**config.mk**
```make
export PLATFORM = sky130hd
export DESIGN_NAME = heap_req_arbiter
export DESIGN_NICKNAME = d
export VERILOG_FILES = /design/src/rtl/hpa_pkg.sv /design/src/rtl/hpa_rr_arb.sv /design/src/rtl/hpa_tag_fifo.sv /design/src/rtl/hpa_rsp_router.sv /design/src/rtl/heap_req_arbiter.sv
export SDC_FILE = /design/constraint.sdc
export NUM_CORES = 1
export LEC_CHECK = 0
export BUFFER_PORTS_ARGS = -buffer_cell sky130_fd_sc_hd__clkbuf_2
export CORE_AREA = 2 2 169 171
export CTS_CLUSTER_DIAMETER = 150
export DETAILED_ROUTE_END_ITERATION = 10
export DIE_AREA = 0 0 171 173
export SLEW_MARGIN = 15
export SYNTH_ARGS = -nofsm -noshare
export SYNTH_HDL_FRONTEND = slang
export SYNTH_SLANG_ARGS = --single-unit
```
**constraint.sdc**
```tcl
create_clock -name clk -period 9.3 [get_ports clk]
set_input_delay 2.79 -clock clk [delete_from_list [all_inputs] [get_ports clk]]
set_output_delay 2.79 -clock clk [all_outputs]
set_load 0.005 [all_outputs]
```
**src/rtl/hpa_pkg.sv**
```systemverilog
package hpa_pkg;
  localparam int MAX_PORTS = 64;

  // index of the lowest set bit, -1 when none
  function automatic int lowest_set(input logic [MAX_PORTS-1:0] v);
    int r;
    r = -1;
    for (int i = MAX_PORTS - 1; i >= 0; i--) begin
      if (v[i]) r = i;
    end
    return r;
  endfunction

  // round-robin pick: first requester at or above start, else wrap to lowest
  function automatic int rr_select(input logic [MAX_PORTS-1:0] req, input int start);
    logic [MAX_PORTS-1:0] upper;
    upper = req & ~((64'd1 << start) - 64'd1);
    if (upper != '0) return lowest_set(upper);
    return lowest_set(req);
  endfunction
endpackage

```
**src/rtl/hpa_rr_arb.sv**
```systemverilog
module hpa_rr_arb #(
  parameter int NP = 6,
  localparam int IDX_W = (NP > 1) ? $clog2(NP) : 1
) (
  input  logic             clk,
  input  logic             rst_n,
  input  logic [NP-1:0]    elig,
  input  logic             advance,
  output logic [NP-1:0]    grant,
  output logic [IDX_W-1:0] grant_idx,
  output logic             any
);
  logic [IDX_W-1:0] ptr;
  logic [hpa_pkg::MAX_PORTS-1:0] wide;
  int sel;

  always_comb begin
    wide = '0;
    wide[NP-1:0] = elig;
    sel = hpa_pkg::rr_select(wide, int'(ptr));
    any = (sel >= 0);
    grant_idx = any ? IDX_W'(sel) : '0;
    grant = '0;
    if (any) grant[grant_idx] = 1'b1;
  end

  always_ff @(posedge clk) begin
    if (!rst_n) ptr <= '0;
    else if (advance) ptr <= (grant_idx == IDX_W'(NP - 1)) ? '0 : grant_idx + 1'b1;
  end

  // position held while nothing is taken
  assert_ptr_hold_R8: assert property (@(posedge clk) disable iff (!rst_n)
    !advance |=> $stable(ptr)) else $error("pointer moved without a grant");
  // pointer always lands just past the previous grant
  assert_ptr_step_R3: assert property (@(posedge clk) disable iff (!rst_n)
    advance && (grant_idx != IDX_W'(NP - 1)) |=> ptr == $past(grant_idx) + 1'b1)
    else $error("pointer not past last grant");
endmodule

```
**src/rtl/hpa_tag_fifo.sv**
```systemverilog
module hpa_tag_fifo #(
  parameter int DEPTH = 8,
  parameter int W = 3,
  localparam int PW = (DEPTH > 1) ? $clog2(DEPTH) : 1,
  localparam int CW = $clog2(DEPTH + 1)
) (
  input  logic         clk,
  input  logic         rst_n,
  input  logic         push,
  input  logic [W-1:0] push_tag,
  input  logic         pop,
  output logic [W-1:0] head,
  output logic         empty,
  output logic         full
);
  logic [W-1:0]  store [DEPTH];
  logic [PW-1:0] wr_ptr, rd_ptr;
  logic [CW-1:0] count;

  assign empty = (count == '0);
  assign full  = (count == CW'(DEPTH));
  assign head  = store[rd_ptr];

  always_ff @(posedge clk) begin
    if (push) store[wr_ptr] <= push_tag;
  end

  always_ff @(posedge clk) begin
    if (!rst_n) begin
      wr_ptr <= '0;
      rd_ptr <= '0;
      count  <= '0;
    end else begin
      if (push) wr_ptr <= (wr_ptr == PW'(DEPTH - 1)) ? '0 : wr_ptr + 1'b1;
      if (pop)  rd_ptr <= (rd_ptr == PW'(DEPTH - 1)) ? '0 : rd_ptr + 1'b1;
      count <= count + CW'(push) - CW'(pop);
    end
  end

  assert_no_overflow_R5: assert property (@(posedge clk) disable iff (!rst_n)
    push |-> !full) else $error("tag queue overflow");
  assert_no_underflow_R6: assert property (@(posedge clk) disable iff (!rst_n)
    pop |-> !empty) else $error("response with no outstanding read");
  // simultaneous push and pop keep the count
  assert_duplex_count_R10: assert property (@(posedge clk) disable iff (!rst_n)
    push && pop |=> $stable(count)) else $error("count moved on push+pop");
endmodule

```
**src/rtl/hpa_rsp_router.sv**
```systemverilog
module hpa_rsp_router #(
  parameter int NP = 6,
  parameter int DW = 32,
  parameter int IDX_W = 3
) (
  input  logic             clk,
  input  logic             rst_n,
  input  logic             in_valid,
  input  logic [DW-1:0]    in_data,
  input  logic [IDX_W-1:0] dest,
  output logic [NP-1:0]    out_valid,
  output logic [DW-1:0]    out_data
);
  logic [NP-1:0] sel_next;

  always_comb begin
    sel_next = '0;
    if (in_valid) sel_next[dest] = 1'b1;
  end

  always_ff @(posedge clk) begin
    if (!rst_n) begin
      out_valid <= '0;
      out_data  <= '0;
    end else begin
      out_valid <= sel_next;
      if (in_valid) out_data <= in_data;
    end
  end

  assert_rsp_onehot_R6: assert property (@(posedge clk) disable iff (!rst_n)
    $onehot0(out_valid)) else $error("response to several ports");
  assert_rsp_origin_R6: assert property (@(posedge clk) disable iff (!rst_n)
    in_valid |=> $countones(out_valid) == 1) else $error("response pulse missing");
endmodule

```
**src/rtl/heap_req_arbiter.sv**
```systemverilog
module heap_req_arbiter #(
  parameter int NUM_CORES = 2,
  parameter int ADDR_W = 16,
  parameter int DATA_W = 32,
  parameter int RD_DEPTH = 8,
  localparam int NP = 2 * NUM_CORES + 2,
  localparam int IDX_W = (NP > 1) ? $clog2(NP) : 1
) (
  input  logic                 clk,
  input  logic                 rst_n,
  input  logic [NP-1:0]        req_valid,
  output logic [NP-1:0]        req_ready,
  input  logic [NP-1:0]        req_we,
  input  logic [NP*ADDR_W-1:0] req_addr,
  input  logic [NP*DATA_W-1:0] req_wdata,
  output logic [NP-1:0]        rsp_valid,
  output logic [DATA_W-1:0]    rsp_rdata,
  output logic                 mem_req_valid,
  input  logic                 mem_req_ready,
  output logic                 mem_req_we,
  output logic [ADDR_W-1:0]    mem_req_addr,
  output logic [DATA_W-1:0]    mem_req_wdata,
  input  logic                 mem_rsp_valid,
  input  logic [DATA_W-1:0]    mem_rsp_rdata
);
  // core k fetch = 2k, operand = 2k+1, dma = NP-2, collector = NP-1
  logic [NP-1:0]    elig, grant;
  logic [IDX_W-1:0] grant_idx, head_tag;
  logic             any_elig, fire, rd_push, tags_full, tags_empty;

  assign elig = req_valid & (req_we | {NP{~tags_full}});
  assign fire = any_elig & mem_req_ready;
  assign rd_push = fire & ~req_we[grant_idx];

  hpa_rr_arb #(.NP(NP)) u_arb (
    .clk(clk), .rst_n(rst_n), .elig(elig), .advance(fire),
    .grant(grant), .grant_idx(grant_idx), .any(any_elig)
  );

  hpa_tag_fifo #(.DEPTH(RD_DEPTH), .W(IDX_W)) u_tags (
    .clk(clk), .rst_n(rst_n), .push(rd_push), .push_tag(grant_idx),
    .pop(mem_rsp_valid), .head(head_tag), .empty(tags_empty), .full(tags_full)
  );

  hpa_rsp_router #(.NP(NP), .DW(DATA_W), .IDX_W(IDX_W)) u_rsp (
    .clk(clk), .rst_n(rst_n), .in_valid(mem_rsp_valid), .in_data(mem_rsp_rdata),
    .dest(head_tag), .out_valid(rsp_valid), .out_data(rsp_rdata)
  );

  always_comb begin
    req_ready     = grant & {NP{mem_req_ready}};
    mem_req_valid = any_elig;
    mem_req_we    = req_we[grant_idx];
    mem_req_addr  = req_addr[grant_idx*ADDR_W +: ADDR_W];
    mem_req_wdata = req_wdata[grant_idx*DATA_W +: DATA_W];
  end

  assert_grant_valid_R2: assert property (@(posedge clk) disable iff (!rst_n)
    (req_ready & ~req_valid) == '0) else $error("grant to idle port");
  assert_grant_needs_mem_R8: assert property (@(posedge clk) disable iff (!rst_n)
    !mem_req_ready |-> req_ready == '0) else $error("grant while memory busy");
  assert_read_blocked_R5: assert property (@(posedge clk) disable iff (!rst_n)
    tags_full |-> !(mem_req_valid && mem_req_ready && !mem_req_we))
    else $error("read issued with full tag queue");
  assert_rsp_tag_R6: assert property (@(posedge clk) disable iff (!rst_n)
    mem_rsp_valid |-> !tags_empty) else $error("untagged response");
endmodule

```
==> results.yml <==
logic_synthesis:
  synth_top_area_share_pct: 20.6
  synth_area_leaders: "mux2i_1 (21%), dfxtp_1 (18%), edfxtp_1 (12%)"
  ys_seq_area_share_pct: 29.7
  synthCells: 611
  synthArstFlopShare_pct: 0
  synth_edf_count: 24
  ys_ff_latch: 78
  synth_top_cell_by_area: "mux2i_1"
  synth.distinct_cells: 74
  synthFlopType: "dfxtp_1"
  syn-num-nets: 958
  ys.warnings.count: 0
  netlist_area_um2: 6060
  avgSynthCellArea_um2: 9.92
clock_tree:
  path_clk_slew_ns: 0.06
  cts_hold_buffers: 0
  clk_latency_ns: 0.34
  cts_sinks: 78
  postCtsSetupRepairBufs: 0
  ctsHtreeMaxLevel: 3
  cts_inserted_buffers: 9
  cts_tree: "built"
  ctsResizeCount: 0
  cts_max_path_buffers: 2
  cts_root_buf: "clkbuf_16"
worst_hold_path:
  holdCritStartpoint: "u_rsp.out_data[31]$_SDFFE_PN0P_"
  hold_depth: 2
  min_path_type: "flop to flop"
  hold_end: "u_rsp.out_data[31]$_SDFFE_PN0P_"
critical_path:
  end_kind: "output pin"
  cp.arrival_ns: 5.90
  required_ns: 6.51
  worstPathMaxFanout: 58
  rr_startpoint: "u_arb.ptr[2]$_SDFFE_PN0P_"
  worst-setup-path-type: "primary input to output pin"
  reg2reg_to: "u_tags.store[2][1]$_DFFE_PP_"
  start_kind: "primary input"
  r2r_cells: 12
  rrSetupSlack_ns: 4.09
detailed_routing:
  wl_per_cell_um: 19.6
  vias_per_cell: 4.56
  drt-total-wl_um: 27400
  drtIter0Drc: 218
  ant_nets: 0
  remaining_drc_errors: 0
  drt_pass1_iterations: 5
  via_count: 6394
timing:
  worst_slack_ns: 0.606
  setup_viol: 0
  worst_hold_slack_ns: 0.517
  slew_headroom_pct: 43.8
  skew_ns: 0.00616
  fin_crit_ns: 8.69
  hold_viol: 0
  worst_pin_slew_ns: 0.842
  fin_crit_sh_pct: 93.5
  finalMaxSlewViolations: 0
  clock.fmax_mhz: 115
  tns_ns: 0
  rsz0062_at_grt: "false"
power:
  power.total_mw: 2.43
  powerDensity_nw_per_um2: 273
  ir_drop_mv: 0.167
  leakagePower_nw: 4.41
placement:
  dpl_cell_area_um2: 8600
  dp_slack_ns: 0.661
  portBuffers: 429
  dp_hpwl_um: 22600
  gp_congestion: 0.958
status:
  status: "finished clean"
floorplan:
  initial_core_util_pct: 21.9
  coreArea_um2: 27600
  die_area_um2: 29600
  fp.dieH_um: 173
  num_rows: 61
  die_x_um: 171
  pin_count: 430
finish:
  syn2layout_area_growth_pct: 46.8
  nets: 1364
  mostFrequentLayoutCells: "clkbuf_2 (429), mux2i_1 (125), nand2_1 (77)"
  final_layout_size_suffix_gt1_share_pct: 52.4
  n_fill_cell: 2981
  final_common_cell: "clkbuf_2"
  design_area_um2: 8890
global_route:
  grt_pass1_vias: 6557
  grt_pass1_wl_um: 39500
  antenna_found_initial: 5
  grt_usage_pct: 17.9
  grt_max_degree: 59
  grt_overflow: 0
flow_run:
  drv_cap: 0
## Yosys cell counts, drive strengths merged (2+ instances only)
| library cell | number |
|---|---|
| a32o | 4 |
| nor2 | 25 |
| mux2i | 125 |
| mux2 | 40 |
| and3b | 2 |
| nand3b | 2 |
| nand2b | 4 |
| nand3 | 6 |
| nor2b | 35 |
| a31oi | 5 |
| and3 | 3 |
| nor4b | 3 |
| o21ai | 11 |
| o211ai | 3 |
| mux4 | 6 |
| dfxtp | 54 |
| and4b | 3 |
| or4b | 5 |
| or3 | 2 |
| edfxtp | 24 |
| nor3 | 6 |
| a311o | 2 |
| buf | 23 |
| inv | 10 |
| ha | 10 |
| or3b | 2 |
| o22ai | 2 |
| and2 | 7 |
| o221ai | 44 |
| clkbuf | 23 |
| o21a | 4 |
| xor2 | 2 |
| a32oi | 6 |
| nand2 | 79 |
| a22oi | 2 |
| a21oi | 6 |
## report_power, final
part           switching (mW)  total (mW)  leakage [nW]  internal (mW)
Clock                   0.153       0.339         0.136          0.186
Sequential             0.0324       0.438         0.664          0.406
Combinational           0.921        1.65          3.61          0.734
## per-layer routing
metal	track usage [%]	share of wire, %	vias to the layer above	wire length [um]
li1	-	-	3138	-
met1	20.5	40	2951	10900
met2	32.1	51	257	14000
met3	4.62	6.8	42	1880
met4	5.83	2.5	6	679
met5	0	0.12	-	32
## area by class of cell
type | instances | area [um^2] | area share, %
clock buffers | 9 | 225 | 2.53
flip-flops and latches | 78 | 1800 | 20.3
diodes | 1 | 2.50 | 0.0281
clock inverters | 7 | 66.3 | 0.746
inverters | 11 | 41.3 | 0.464
multi-input cells | 476 | 4000 | 44.9
repair buffers | 441 | 2290 | 25.7
well taps | 378 | 473 | 5.32
## cell families after synthesis
group	share of synthesized area, %
and+or+nand+nor	17.4
AOI/OAI and AO/OA	14.5
muxes	30.9
adders and majority gates	2.40
buffers and inverters	4.63
xor gates and xnor gates	0.434
DFF	29.7
## worst max-delay path: stages
cell and delay, ns:
clkbuf_2 0.11, nor4b_1 0.60, o211ai_1 0.16, a22o_1 0.24, nor4b_2 0.36, nor4_4 0.14, nand2_4 0.13, buf_12 0.32
mux2i_1 0.42, o221ai_1 0.34, clkbuf_2 0.21
## metrics by stage
| step | utilization, % | std cells |
|---|---|---|
| after floorplan | - | 611 |
| after global placement | 31.1 | 1384 |
| after detailed placement | 31.1 | 1384 |
| after CTS | 32.2 | 1400 |
| after global routing | 32.2 | 1401 |
| final | 32.2 | 1401 |
## how the worst max path moves through the flow
stage,to,startpoint,cells after the start,slack [ns]
final,mem_req_wdata[21],req_we[3],11,0.61
after global routing,mem_req_wdata[21],req_we[3],11,0.49
after CTS,mem_req_wdata[21],req_we[0],11,0.65
after detailed placement,mem_req_wdata[21],req_we[5],11,0.66
after global placement,mem_req_wdata[21],req_we[0],11,0.66
after floorplan,mem_req_addr[0],req_we[0],11,1.41
## registers in the layout, summed over array words and instances, names as in the netlist, named ones only
register,flops
u_rsp.out_valid,6
u_rsp.out_data,32
u_tags.wr_ptr,3
u_tags.store,24
u_tags.count,4
u_arb.ptr,3
u_tags.rd_ptr,3
No activity file was read; power rests on OpenSTA's default activity.
